--- src/rtl/fes_pkg.sv ---
package fes_pkg;
  typedef enum logic [1:0] {
    DEPTH_BYPASS    = 2'd0,
    DEPTH_TWO_FRAME = 2'd1,
    DEPTH_SHORT     = 2'd2,
    DEPTH_RSVD      = 2'd3
  } depth_e;
endpackage

--- src/rtl/fes_wr_ptr.sv ---
module fes_wr_ptr #(
  parameter int FRAME_BITS = 193,
  parameter int SHORT_BITS = 64,
  localparam int AW = $clog2(2*FRAME_BITS),
  localparam int SW = $clog2(SHORT_BITS)
) (
  input  logic          clk_i,
  input  logic          rst_ni,
  input  logic          en_i,
  input  logic          sync_i,
  output logic [AW-1:0] frame_addr_o,
  output logic [AW-1:0] frame_ptr_o,
  output logic [SW-1:0] short_ptr_o
);
  localparam int PW = $clog2(FRAME_BITS);
  localparam logic [AW-1:0] FL   = AW'(FRAME_BITS);
  localparam logic [AW-1:0] LAST = AW'(2*FRAME_BITS-1);
  localparam logic [PW-1:0] PLAST = PW'(FRAME_BITS-1);

  logic [AW-1:0] lin_q, base;
  logic [PW-1:0] pos_q, pos_eff;
  logic [SW-1:0] s_q;

  always_comb begin
    pos_eff = sync_i ? '0 : pos_q;
    // mid-frame pulse: restart at the other half
    base = (sync_i && pos_q != '0) ? ((lin_q < FL) ? FL : '0) : lin_q;
  end

  always_ff @(posedge clk_i or negedge rst_ni) begin
    if (!rst_ni) begin
      lin_q <= FL;
      pos_q <= '0;
      s_q   <= SW'(SHORT_BITS/2);
    end else if (en_i) begin
      lin_q <= (base == LAST) ? '0 : base + AW'(1);
      pos_q <= (pos_eff == PLAST) ? '0 : pos_eff + PW'(1);
      s_q   <= s_q + SW'(1);
    end
  end

  assign frame_addr_o = base;
  assign frame_ptr_o  = lin_q;
  assign short_ptr_o  = s_q;
endmodule

--- src/rtl/fes_rd_ptr.sv ---
module fes_rd_ptr #(
  parameter int FRAME_BITS  = 193,
  parameter int SHORT_BITS  = 64,
  parameter int SHORT_GUARD = 4,
  localparam int AW = $clog2(2*FRAME_BITS),
  localparam int SW = $clog2(SHORT_BITS),
  localparam int PW = $clog2(FRAME_BITS)
) (
  input  logic          clk_i,
  input  logic          rst_ni,
  input  logic          en_i,
  input  logic          sync_i,
  input  logic          two_frame_i,
  input  logic          short_i,
  input  logic [AW-1:0] wr_frame_ptr_i,
  input  logic [SW-1:0] wr_short_ptr_i,
  output logic [AW-1:0] frame_addr_o,
  output logic [SW-1:0] short_addr_o,
  output logic [AW-1:0] frame_ptr_o,
  output logic [SW-1:0] short_ptr_o,
  output logic [PW-1:0] pos_o,
  output logic          slip_rep_o,
  output logic          slip_del_o
);
  localparam int LOW  = FRAME_BITS/4;
  localparam int HIGH = 2*FRAME_BITS - LOW;
  localparam logic [AW-1:0] FL   = AW'(FRAME_BITS);
  localparam logic [AW-1:0] BUF  = AW'(2*FRAME_BITS);
  localparam logic [AW-1:0] LAST = AW'(2*FRAME_BITS-1);
  localparam logic [PW-1:0] PLAST = PW'(FRAME_BITS-1);
  localparam logic [SW-1:0] HALF  = SW'(SHORT_BITS/2);

  logic [AW-1:0] lin_q, base, dist_f, flip, fr_eff;
  logic [PW-1:0] pos_q, pos_eff;
  logic [SW-1:0] s_q, dist_s, s_eff;
  logic at_start, f_rep, f_del, s_chk, s_rep, s_del;

  always_comb begin
    pos_eff  = sync_i ? '0 : pos_q;
    base     = (sync_i && pos_q != '0) ? ((lin_q < FL) ? FL : '0) : lin_q;
    dist_f   = (wr_frame_ptr_i >= base) ? wr_frame_ptr_i - base
                                        : wr_frame_ptr_i + BUF - base;
    at_start = en_i && two_frame_i && (pos_eff == '0);
    f_rep    = at_start && (dist_f < AW'(LOW));
    f_del    = at_start && (dist_f > AW'(HIGH));
    flip     = (base < FL) ? base + FL : base - FL;
    fr_eff   = (f_rep || f_del) ? flip : base;
    dist_s   = wr_short_ptr_i - s_q;
    s_chk    = en_i && short_i;
    s_rep    = s_chk && (dist_s < SW'(SHORT_GUARD));
    s_del    = s_chk && (dist_s > SW'(SHORT_BITS-SHORT_GUARD));
    s_eff    = (s_rep || s_del) ? (s_q ^ HALF) : s_q;
  end

  always_ff @(posedge clk_i or negedge rst_ni) begin
    if (!rst_ni) begin
      lin_q <= '0;
      pos_q <= '0;
      s_q   <= '0;
    end else if (en_i) begin
      lin_q <= (fr_eff == LAST) ? '0 : fr_eff + AW'(1);
      pos_q <= (pos_eff == PLAST) ? '0 : pos_eff + PW'(1);
      s_q   <= s_eff + SW'(1);
    end
  end

  assign frame_addr_o = fr_eff;
  assign short_addr_o = s_eff;
  assign frame_ptr_o  = lin_q;
  assign short_ptr_o  = s_q;
  assign pos_o        = pos_eff;
  assign slip_rep_o   = f_rep || s_rep;
  assign slip_del_o   = f_del || s_del;
endmodule

--- src/rtl/fes_idle_sub.sv ---
module fes_idle_sub #(
  parameter int FRAME_BITS = 193,
  localparam int PW    = $clog2(FRAME_BITS),
  localparam int SLOTS = FRAME_BITS/8
) (
  input  logic [PW-1:0]    pos_i,
  input  logic [SLOTS-1:0] mask_i,
  input  logic [7:0]       code_i,
  input  logic             bit_i,
  output logic             bit_o
);
  logic [PW-1:0] ts_pos;
  logic          ovh;
  logic [PW-4:0] slot;
  logic [2:0]    idx;

  if (FRAME_BITS % 8 != 0) begin : g_ovh_bit
    assign ts_pos = pos_i - PW'(1);
    assign ovh    = (pos_i == '0);
  end else begin : g_no_ovh
    assign ts_pos = pos_i;
    assign ovh    = 1'b0;
  end

  assign slot  = ts_pos[PW-1:3];
  assign idx   = ts_pos[2:0];
  assign bit_o = (!ovh && mask_i[slot]) ? code_i[3'd7 - idx] : bit_i;
endmodule

--- src/rtl/frame_slip_buffer.sv ---
module frame_slip_buffer
  import fes_pkg::*;
#(
  parameter int FRAME_BITS  = 193,
  parameter int SHORT_BITS  = 64,
  parameter int SHORT_GUARD = 4
) (
  input  logic                              clk_i,
  input  logic                              rst_ni,
  input  logic [1:0]                        depth_sel_i,
  input  logic                              wr_en_i,
  input  logic                              wr_sync_i,
  input  logic                              wr_bit_i,
  input  logic                              rd_en_i,
  input  logic                              rd_sync_i,
  input  logic [FRAME_BITS/8-1:0]           idle_mask_i,
  input  logic [7:0]                        idle_code_i,
  input  logic                              slip_ack_i,
  output logic                              rd_bit_o,
  output logic                              slip_rep_o,
  output logic                              slip_del_o,
  output logic                              uslip_o,
  output logic [$clog2(2*FRAME_BITS)-1:0]   phase_o
);
  localparam int BUF_BITS = 2*FRAME_BITS;
  localparam int AW = $clog2(BUF_BITS);
  localparam int SW = $clog2(SHORT_BITS);
  localparam int PW = $clog2(FRAME_BITS);

  depth_e depth;
  logic two_frame, short_mode, bypass;
  assign depth      = depth_e'(depth_sel_i);
  assign two_frame  = (depth == DEPTH_TWO_FRAME);
  assign short_mode = (depth == DEPTH_SHORT);
  assign bypass     = !two_frame && !short_mode;

  logic [AW-1:0] w_faddr, w_fptr, r_faddr, r_fptr, wr_addr, rd_addr;
  logic [SW-1:0] w_sptr, r_saddr, r_sptr;
  logic [PW-1:0] r_pos;
  logic rep_p, del_p, raw_bit, sub_bit;

  fes_wr_ptr #(.FRAME_BITS(FRAME_BITS), .SHORT_BITS(SHORT_BITS)) u_wr (
    .clk_i, .rst_ni, .en_i(wr_en_i), .sync_i(wr_sync_i),
    .frame_addr_o(w_faddr), .frame_ptr_o(w_fptr), .short_ptr_o(w_sptr));

  fes_rd_ptr #(.FRAME_BITS(FRAME_BITS), .SHORT_BITS(SHORT_BITS),
               .SHORT_GUARD(SHORT_GUARD)) u_rd (
    .clk_i, .rst_ni, .en_i(rd_en_i), .sync_i(rd_sync_i),
    .two_frame_i(two_frame), .short_i(short_mode),
    .wr_frame_ptr_i(w_fptr), .wr_short_ptr_i(w_sptr),
    .frame_addr_o(r_faddr), .short_addr_o(r_saddr),
    .frame_ptr_o(r_fptr), .short_ptr_o(r_sptr), .pos_o(r_pos),
    .slip_rep_o(rep_p), .slip_del_o(del_p));

  assign wr_addr = short_mode ? AW'(w_sptr)  : w_faddr;
  assign rd_addr = short_mode ? AW'(r_saddr) : r_faddr;

  logic [BUF_BITS-1:0] mem_q;
  always_ff @(posedge clk_i or negedge rst_ni) begin
    if (!rst_ni)                mem_q <= '0;
    else if (wr_en_i && !bypass) mem_q[wr_addr] <= wr_bit_i;
  end

  assign raw_bit = bypass ? wr_bit_i : mem_q[rd_addr];

  fes_idle_sub #(.FRAME_BITS(FRAME_BITS)) u_idle (
    .pos_i(r_pos), .mask_i(idle_mask_i), .code_i(idle_code_i),
    .bit_i(raw_bit), .bit_o(sub_bit));

  logic rd_bit_q, rep_q, del_q, unc_q;
  always_ff @(posedge clk_i or negedge rst_ni) begin
    if (!rst_ni) begin
      rd_bit_q <= 1'b0;
      rep_q    <= 1'b0;
      del_q    <= 1'b0;
      unc_q    <= 1'b0;
    end else begin
      if (rd_en_i) rd_bit_q <= sub_bit;
      rep_q <= (rep_q && !slip_ack_i) || rep_p;
      del_q <= (del_q && !slip_ack_i) || del_p;
      unc_q <= (unc_q && !slip_ack_i) || (short_mode && (rep_p || del_p));
    end
  end

  always_comb begin
    if (two_frame)
      phase_o = (w_fptr >= r_fptr) ? w_fptr - r_fptr
                                   : w_fptr + AW'(BUF_BITS) - r_fptr;
    else if (short_mode)
      phase_o = AW'(SW'(w_sptr - r_sptr));
    else
      phase_o = '0;
  end

  assign rd_bit_o   = rd_bit_q;
  assign slip_rep_o = rep_q;
  assign slip_del_o = del_q;
  assign uslip_o    = unc_q;
endmodule

--- config.mk ---
export PLATFORM = sky130hd
export DESIGN_NAME = frame_slip_buffer
export DESIGN_NICKNAME = d
export VERILOG_FILES = /design/src/rtl/fes_pkg.sv /design/src/rtl/fes_wr_ptr.sv /design/src/rtl/fes_rd_ptr.sv /design/src/rtl/fes_idle_sub.sv /design/src/rtl/frame_slip_buffer.sv
export SDC_FILE = /design/constraint.sdc
export NUM_CORES = 1
export LEC_CHECK = 0
export BUFFER_PORTS_ARGS = -buffer_cell sky130_fd_sc_hd__buf_4
export CAP_MARGIN = 5
export CORE_MARGIN = 2
export CORE_UTILIZATION = 60
export CTS_BUF_LIST = sky130_fd_sc_hd__clkbuf_8
export CTS_CLUSTER_DIAMETER = 200
export DETAILED_ROUTE_END_ITERATION = 6
export PLACE_DENSITY = 0.83
export REMOVE_ABC_BUFFERS = 1
export SLEW_MARGIN = 20
export SYNTH_ARGS = -nofsm -noshare
export SYNTH_HDL_FRONTEND = slang
export SYNTH_HIERARCHICAL = 1
export SYNTH_SLANG_ARGS = --single-unit
--- constraint.sdc ---
create_clock -name clk_i -period 13.9 [get_ports clk_i]
set_input_delay 0.695 -clock clk_i [delete_from_list [all_inputs] [get_ports clk_i]]
set_output_delay 0.695 -clock clk_i [all_outputs]
set_load 0.01 [all_outputs]
* Yosys cells after proc, flatten, opt, wreduce, memory -nomap -nowiden
Cells that the tools add are included.
Operators by class: eq/ne operators 6, reductions and logical operators 33, $lt $le $gt $ge 14, multiply operators 0, divide/modulo/power cells 0, mux-type cells 30, add/sub/neg operators 16, bitwise logic cells 1, shifts and indexed selects 0
Operators by type and width (number):
- 386-bit bitwise mux | 1
- 9-bit two-way mux | 11
- 8-bit two-way mux | 6
- 9-bit subtractor | 4
- 9-bit by 8-bit < comparator with 1-bit output (second input constant) | 3
- 9-bit by 10-bit < comparator with 1-bit output (second input constant) | 2
- 9-bit by 1-bit adder with 9-bit output (second input constant) | 2
- 9-bit == test (second input constant) | 2
- 9-bit >= comparator | 2
- 1-bit logical AND | 17
- 8-bit by 1-bit adder with 8-bit output (second input constant) | 2
- 8-bit == test (second input constant) | 2
- 8-bit nonzero test | 2
- 6-bit by 1-bit adder with 6-bit output (second input constant) | 2
- 6-bit two-way mux | 2
- 9-bit by 8-bit adder with 9-bit output (second input constant) | 1
- 9-bit adder (second input constant) | 1
- 1-bit binary-select mux with 9-bit select | 1
- 1-bit demux with 9-bit select | 1
- 9-bit by 1-bit >= comparator with 1-bit output (second input constant) | 1
- 9-bit > comparator (second input constant) | 1
- 9-bit by 6-bit < comparator with 1-bit output (second input constant) | 1
- 9-bit by 8-bit subtractor with 9-bit output (second input constant) | 1
- 8-bit logical NOT | 1
- 15 further kinds | 31
Word-level totals: bits in registers 436, logic and storage cells 111, input bits 42, RAM bits 0, output and inout port bits 13, bits in latches 0, memory bits (read-only) 0, memories kept 0

* Longest topological paths before layout
depth after elaboration 14, gate-level depth with buffers 36, mapped depth without buffers 31

* Modules after synthesis
The synthesis kept the hierarchy.
Modules (own cells, without submodules):
- frame_slip_buffer | area an instance 21695.8 um2, instances 1, cells each 2130, seq. area each 9759.4 um2
- fes_rd_ptr | area an instance 3404.5 um2, instances 1, cells each 430, seq. area each 575.6 um2
- fes_wr_ptr | area an instance 1418.9 um2, instances 1, cells each 152, seq. area each 580.6 um2
- fes_idle_sub | area an instance 523.0 um2, instances 1, cells each 57, seq. area each 0.0 um2

* Worst setup path after synthesis
OpenSTA, ideal clock, no wires.
path kind register -> register, start register u_rd.pos_q[3], end register rd_bit_q, in the netlist rd_bit_o, buffers on the path 5, required time 13.775 ns, stages on the path, launching flop included 31, setup time 0.125 ns, path slack 6.718 ns, clock period less this slack 7.182 ns, arrival 7.057 ns, cell sequence dfrtp_1 or4_1 o21ai_1 clkbuf_1 and2_1 inv_1 ha_1 buf_2 inv_1 fa_1 nor3_1 nor3_1 o311ai_1 nor3_2 o21a_1 and4bb_2 o21ai_1 buf_2 xnor2_1 mux2i_4 buf_12 buf_12 mux2i_1 o22ai_1 nor4_1 a211oi_1 or4_1 a31oi_1 o41ai_2 mux2_1 mux2_2
Between the ends: cells in the longest elaborated chain, start to end 14, elaborated cells between the ends (all ways) 30, those cells by class add/sub (5); order compare (4); mux (12); reduce/logical (9)
Ends and longest elaborated chain:
- start, declared | RTL line fes_rd_ptr.sv:34 | logic [PW-1:0] pos_q, pos_eff;
- start signal, assigned | RTL line fes_rd_ptr.sv:62 | pos_q <= (pos_eff == PLAST) ? '0 : pos_eff + PW'(1);
- 8-bit nonzero test | RTL line fes_rd_ptr.sv:40 | base = (sync_i && pos_q != '0) ? ((lin_q < FL) ? FL : '0) : lin_q;
- 1-bit logical AND | RTL line fes_rd_ptr.sv:40
- 9-bit two-way mux | RTL line fes_rd_ptr.sv:40
- 9-bit subtractor (tied with other cells) | RTL line fes_rd_ptr.sv:42 | : wr_frame_ptr_i + BUF - base;
- 9-bit two-way mux | RTL line fes_rd_ptr.sv:41 | dist_f = (wr_frame_ptr_i >= base) ? wr_frame_ptr_i - base
- 9-bit by 6-bit < comparator with 1-bit output / 9-bit > comparator (equally long branches) | RTL line fes_rd_ptr.sv:44, fes_rd_ptr.sv:45
- 1-bit logical AND, on equally long branches | RTL line fes_rd_ptr.sv:44, fes_rd_ptr.sv:45
- 1-bit logical OR | RTL line fes_rd_ptr.sv:47 | fr_eff = (f_rep || f_del) ? flip : base;
- 9-bit two-way mux * | RTL line fes_rd_ptr.sv:47
- named net r_faddr[0] | RTL line frame_slip_buffer.sv:37 | logic [AW-1:0] w_faddr, w_fptr, r_faddr, r_fptr, wr_addr, rd_addr;
- 9-bit two-way mux * | RTL line frame_slip_buffer.sv:56 | assign rd_addr = short_mode ? AW'(r_saddr) : r_faddr;
- 1-bit binary-select mux with 9-bit select * | RTL line frame_slip_buffer.sv:64 | assign raw_bit = bypass ? wr_bit_i : mem_q[rd_addr];
- 1-bit two-way mux (not written as such) * | RTL line frame_slip_buffer.sv:64
- 1-bit two-way mux * | RTL line frame_slip_buffer.sv:64
- named net raw_bit | RTL line frame_slip_buffer.sv:40 | logic rep_p, del_p, raw_bit, sub_bit;
- 1-bit two-way mux * | RTL line fes_idle_sub.sv:27 | assign bit_o = (!ovh && mask_i[slot]) ? code_i[3'd7 - idx] : bit_i;
- named net sub_bit | RTL line frame_slip_buffer.sv:40
- end signal, assigned | RTL line frame_slip_buffer.sv:78 | if (rd_en_i) rd_bit_q <= sub_bit;
- end, declared | RTL line frame_slip_buffer.sv:70 | logic rd_bit_q, rep_q, del_q, unc_q;
Mark *: on every way through the listed nets, which the timed path passes. The rest lies on a longest branch. The select of a mux whose other input is x is not followed. A chain may end at the register's enable or synchronous reset.

* Worst setup path in the final report
start register u_rd.lin_q[2], in the netlist u_rd/frame_ptr_o[2], end register rd_bit_q, in the netlist rd_bit_o
Between the ends: cells in the longest elaborated chain, start to end 14, elaborated cells between the ends (all ways) 22, those cells by class add/sub (4); order compare (5); mux (10); reduce/logical (3)
Ends and longest elaborated chain:
- start, declared | RTL line fes_rd_ptr.sv:33 | logic [AW-1:0] lin_q, base, dist_f, flip, fr_eff;
- start signal, assigned | RTL line fes_rd_ptr.sv:61 | lin_q <= (fr_eff == LAST) ? '0 : fr_eff + AW'(1);
- 9-bit by 8-bit < comparator with 1-bit output | RTL line fes_rd_ptr.sv:40
- 8-bit two-way mux | RTL line fes_rd_ptr.sv:40
- 9-bit two-way mux * | RTL line fes_rd_ptr.sv:40
- 9-bit subtractor (tied with other cells) | RTL line fes_rd_ptr.sv:42
- 9-bit two-way mux | RTL line fes_rd_ptr.sv:41
- 9-bit by 6-bit < comparator with 1-bit output / 9-bit > comparator (equally long branches) | RTL line fes_rd_ptr.sv:44, fes_rd_ptr.sv:45
- 1-bit logical AND, on equally long branches | RTL line fes_rd_ptr.sv:44, fes_rd_ptr.sv:45
- 1-bit logical OR | RTL line fes_rd_ptr.sv:47
- 9-bit two-way mux * | RTL line fes_rd_ptr.sv:47
- named net r_faddr[1] | RTL line frame_slip_buffer.sv:37
- 9-bit two-way mux * | RTL line frame_slip_buffer.sv:56
- 1-bit binary-select mux with 9-bit select * | RTL line frame_slip_buffer.sv:64
- 1-bit two-way mux (not written as such) * | RTL line frame_slip_buffer.sv:64
- 1-bit two-way mux * | RTL line frame_slip_buffer.sv:64
- named net raw_bit | RTL line frame_slip_buffer.sv:40
- 1-bit two-way mux * | RTL line fes_idle_sub.sv:27
- named net sub_bit | RTL line frame_slip_buffer.sv:40
Marks and branches as above.

==> impl_summary.md <==
GRT
The routing layer with the top usage in global route is met2. The maximum number of pins on one net before global-route repair is around 150. The via count of the first global-routing pass came to roughly 22000. The global router's overall resource usage is between 30% and 40%. The initial antenna violation count is 2. The first-pass GRT wire length is ~120000 um.

The met3 usage in global routing is about 7%. The global routing met1 resource utilization is ~41%. Global routing used a little over 50% of the available met2 tracks. The total overflow left after global routing is 0.

Clock network
Buffers inserted during clock tree synthesis total 74. The number of clock sinks seen by CTS is approximately 440. The number of buffers added to fix hold violations after cts is 0.

After clock tree synthesis, the clock-pin slew on the worst setup and hold paths is around 60 ps. Post-CTS repair changed the size of 0 cells. CTS built an H-tree with a depth of 3. After clock tree synthesis, the setup repair step added 0 buffers. The maximum clock path buffer count is 3. CTS placed an instance of sky130_fd_sc_hd__clkbuf_8 at the clock tree root. The clock insertion delay at the later pin of the skew report is between 600 and 700 ps. The clock tree from TritonCTS is built.

Placed design
Summed over all nets, the half-perimeter wirelength after detailed placement is ~49000 um. Port buffering added 54 buffers. The placer congestion estimate is 0.953. The total placed cells including tap cells is ~3300.

STA
Setup repair after global routing left no endpoint under its margin. The final number of hold-violating endpoints is 0. For the pin with the worst max-slew slack, the measured transition is around 1200 ps. After routing, the total negative slack on setup checks comes to 0 ps.

Hold timing on the final database bottoms out at a slack of 137 ps. The max-slew violation total from the final report is 0. The worst path uses 70.5% of the clock period. The time the worst path needs with I/O delays and setup is 9800 ps. The final setup violation count is 0. The maximum achievable frequency is roughly 0.10 GHz.

The worst slew margin relative to its limit is between 20% and 30%. The worst-case clock skew is ~35 ps.

Cells and area
The final cell count without fillers is between 3000 and 4000. The post-route netlist has between 20% and 30% of its cells at a drive strength greater than 1. The final layout contains 2869 nets.

In the layout the commonest cells are 486 x sky130_fd_sc_hd__nand2_1, 432 x sky130_fd_sc_hd__dfrtp_1, 392 x sky130_fd_sc_hd__mux2_2. Leaving out fill and tap cells, the most frequent cell in the layout is sky130_fd_sc_hd__nand2_1. The diode insertion count for antenna repair is 0. Once layout is complete, the utilization of the core stands at 65.4%.

Relative to the synthesized area, the layout overhead comes to 7.12%.

Power
The combinational power share is about half. Of the total power, the share spent switching nets is between 40% and 50%. The total chip power is 5.19 mW. The analysis attributes to cell leakage a power of between 10 and 15 nW. Sequential cells burn 29.5% of the power. The net switching power of the design is between 2 and 2.5 mW. VDD sags by at most between 0.15 and 0.2 mV. The internal power of the cells totals ~2.9 mW. The clock share of power is 21.7%. The power density normalized to cell area is about 180 nW/um^2.

Die
The initial core utilization is 61.0%. The vertical extent of the die is between 200 and 250 um. During I/O placement, the number of pins put on the boundary was 55. The floorplan step defined a core boundary enclosing ~44000 sq um. The standard-cell row count is 77. The floorplan step defined a die boundary enclosing roughly 47000 sq um.

Measured along the x axis, the die boundary spans ~220 um.

Route
After detailed routing, the number of vias per cell comes to 6.45. For this run, the detailed router's first-pass iteration total came to 5. Summing over every cut layer, the via total after detailed routing is approximately 22000. The average routed wire per standard cell is 21.9 um.

The initial DRC count is 2278. For this run, design rule violations remaining after detail routing come to 0. The number of nets with antenna violations after routing is 0. The routed design has around 74000 um of wire.

Worst setup path
The nature of the critical path startpoint is a flop. STA puts the critical path data arrival time at between 10000 and 15000 ps. The critical path start-end classification is flop to flop.

The most repeated library cell on the critical path is sky130_fd_sc_hd__a21oi_1. The critical path required time is about 14000 ps. The largest fanout on the critical path is 46. The slowest stage cell on the critical path is sky130_fd_sc_hd__o21ai_1. The delay contributed by the slowest stage of the critical path is around 800 ps. STA classifies the critical path endpoint as a flop.

Job
The number of max-cap violations is 0.

Logic synthesis
The async set-reset flop share out of synthesis is 100%. Summing the sequential cell areas from Yosys gives about two fifths of the chip area. The biggest area contributor in the post-synthesis netlist is sky130_fd_sc_hd__dfrtp_1. The netlist uses 100 different library cells. The number of standard cells after synthesis is 2769. The number of flops mapped to enable cells by yosys is 0. The mean instance size in the synthesized netlist is 9.77 sq um.

The Yosys step of the flow raised 6 warnings. Summed over its instances, the top area cell type makes up between 30% and 40% of the synthesized netlist area. The post-synthesis instance area is approximately 27000 sq um. The top flip-flop cell by instance count after synthesis is sky130_fd_sc_hd__dfrtp_1. The synthesis-stage register bit count is approximately 440. After synthesis, the cell types taking the most area are sky130_fd_sc_hd__dfrtp_1 40%, sky130_fd_sc_hd__mux2_2 16%, sky130_fd_sc_hd__nand2_1 6.7%.

Hold path
The tightest min-delay check is of the input pin to asynchronous set/reset pin type.

Run status
The flow ran to the end, and the final reports show no timing, DRC or antenna violations.
## power groups by stage
stage / combinational, mW / sequential (mW) / clock, mW
after floorplan: 1.70 / 1.49 / 0
after global placement: 2.41 / 1.54 / 0
after detailed placement: 2.46 / 1.55 / 0
after CTS: 2.48 / 1.53 / 1.14
after global routing: 2.72 / 1.55 / 1.20
final: 2.53 / 1.53 / 1.12
## layout make-up
type / count / area (sq um)
well taps: 592 / 741
fillers: 3399 / 15400
clock buffers: 91 / 1250
multi-input cells: 2048 / 14800
clock inverters: 37 / 174
repair buffers: 81 / 646
inverters: 107 / 402
flip-flops and latches: 436 / 10900
## metrics by stage
stage	area, sq um	setup WS [ps]
after floorplan	26100	3900
after global placement	27500	4630
after detailed placement	27500	4420
after CTS	28900	4350
after global routing	29000	3580
final	29000	4100
## Yosys cell counts (10+ instances only)
cell type / number
sky130_fd_sc_hd__nand2_1: 486
sky130_fd_sc_hd__dfrtp_1: 432
sky130_fd_sc_hd__buf_4: 12
sky130_fd_sc_hd__ha_1: 63
sky130_fd_sc_hd__nor2b_1: 25
sky130_fd_sc_hd__mux2i_1: 81
sky130_fd_sc_hd__inv_1: 107
sky130_fd_sc_hd__xor2_1: 22
sky130_fd_sc_hd__o21ai_0: 34
sky130_fd_sc_hd__nor3_1: 29
sky130_fd_sc_hd__clkbuf_1: 97
sky130_fd_sc_hd__and3_1: 10
sky130_fd_sc_hd__o211ai_1: 10
sky130_fd_sc_hd__a31oi_1: 25
sky130_fd_sc_hd__a21o_1: 25
sky130_fd_sc_hd__xnor2_1: 33
sky130_fd_sc_hd__nor3_2: 13
sky130_fd_sc_hd__buf_2: 47
sky130_fd_sc_hd__a32oi_1: 16
sky130_fd_sc_hd__nor4_1: 24
sky130_fd_sc_hd__nand4_1: 16
sky130_fd_sc_hd__mux4_2: 25
sky130_fd_sc_hd__nand3_1: 73
sky130_fd_sc_hd__mux2_1: 10
sky130_fd_sc_hd__a21oi_1: 74
sky130_fd_sc_hd__nor2_1: 290
sky130_fd_sc_hd__o21ai_1: 12
sky130_fd_sc_hd__nand2b_1: 23
sky130_fd_sc_hd__mux2_2: 392
sky130_fd_sc_hd__fa_1: 16
sky130_fd_sc_hd__buf_6: 10
sky130_fd_sc_hd__o22ai_1: 33
## cells by family after synthesis
kind of cell / share of synthesized area [%]
buf+inv: 5.00
compound gates: 9.00
mux: 22.2
flops: 40.4
xor+xnor: 2.13
fa+ha+maj: 4.10
simple gates: 17.2
## per-layer routing
metal  up-vias  part of all wire, %
li1       9598                    -
met3       263                  9.2
met2      1155                   47
met1     10800                   39
met5         -                0.031
met4         4                  4.8
## worst paths after layout
path	from	end	slack [ps]	depth (start not counted)
worst max register to register	u_rd/frame_ptr_o[2]	rd_bit_o	4100	27
max in group asynchronous	rst_ni	mem_q[59]	11450	3
worst max-delay path	u_rd/frame_ptr_o[2]	rd_bit_o	4100	27
min in group clk_i	slip_ack_i	uslip_o	250	2
worst min-delay path	rst_ni	mem_q[379]	140	1
worst min register to register	slip_del_o	slip_del_o	490	1
## sequential cells by signal, summed over array words and instances (netlist names)
register	flops
uslip_o	1
u_wr/pos_q	8
u_rd/pos_q	8
u_wr/short_ptr_o	6
slip_del_o	1
slip_rep_o	1
rd_bit_o	1
u_wr/frame_ptr_o	9
u_rd/frame_ptr_o	9
mem_q	386
u_rd/short_ptr_o	6
## worst max-delay path, delay by kind of cell (launching register included)
family | cells | cell delay (ps)
adders and majority gates | 2 | 840
buffers and inverters | 1 | 650
AOI/OAI and AO/OA | 13 | 4440
and+or+nand+nor | 7 | 1440
DFF | 1 | 580
muxes | 4 | 1690
Note: power is estimated with default switching activity, not from simulation.
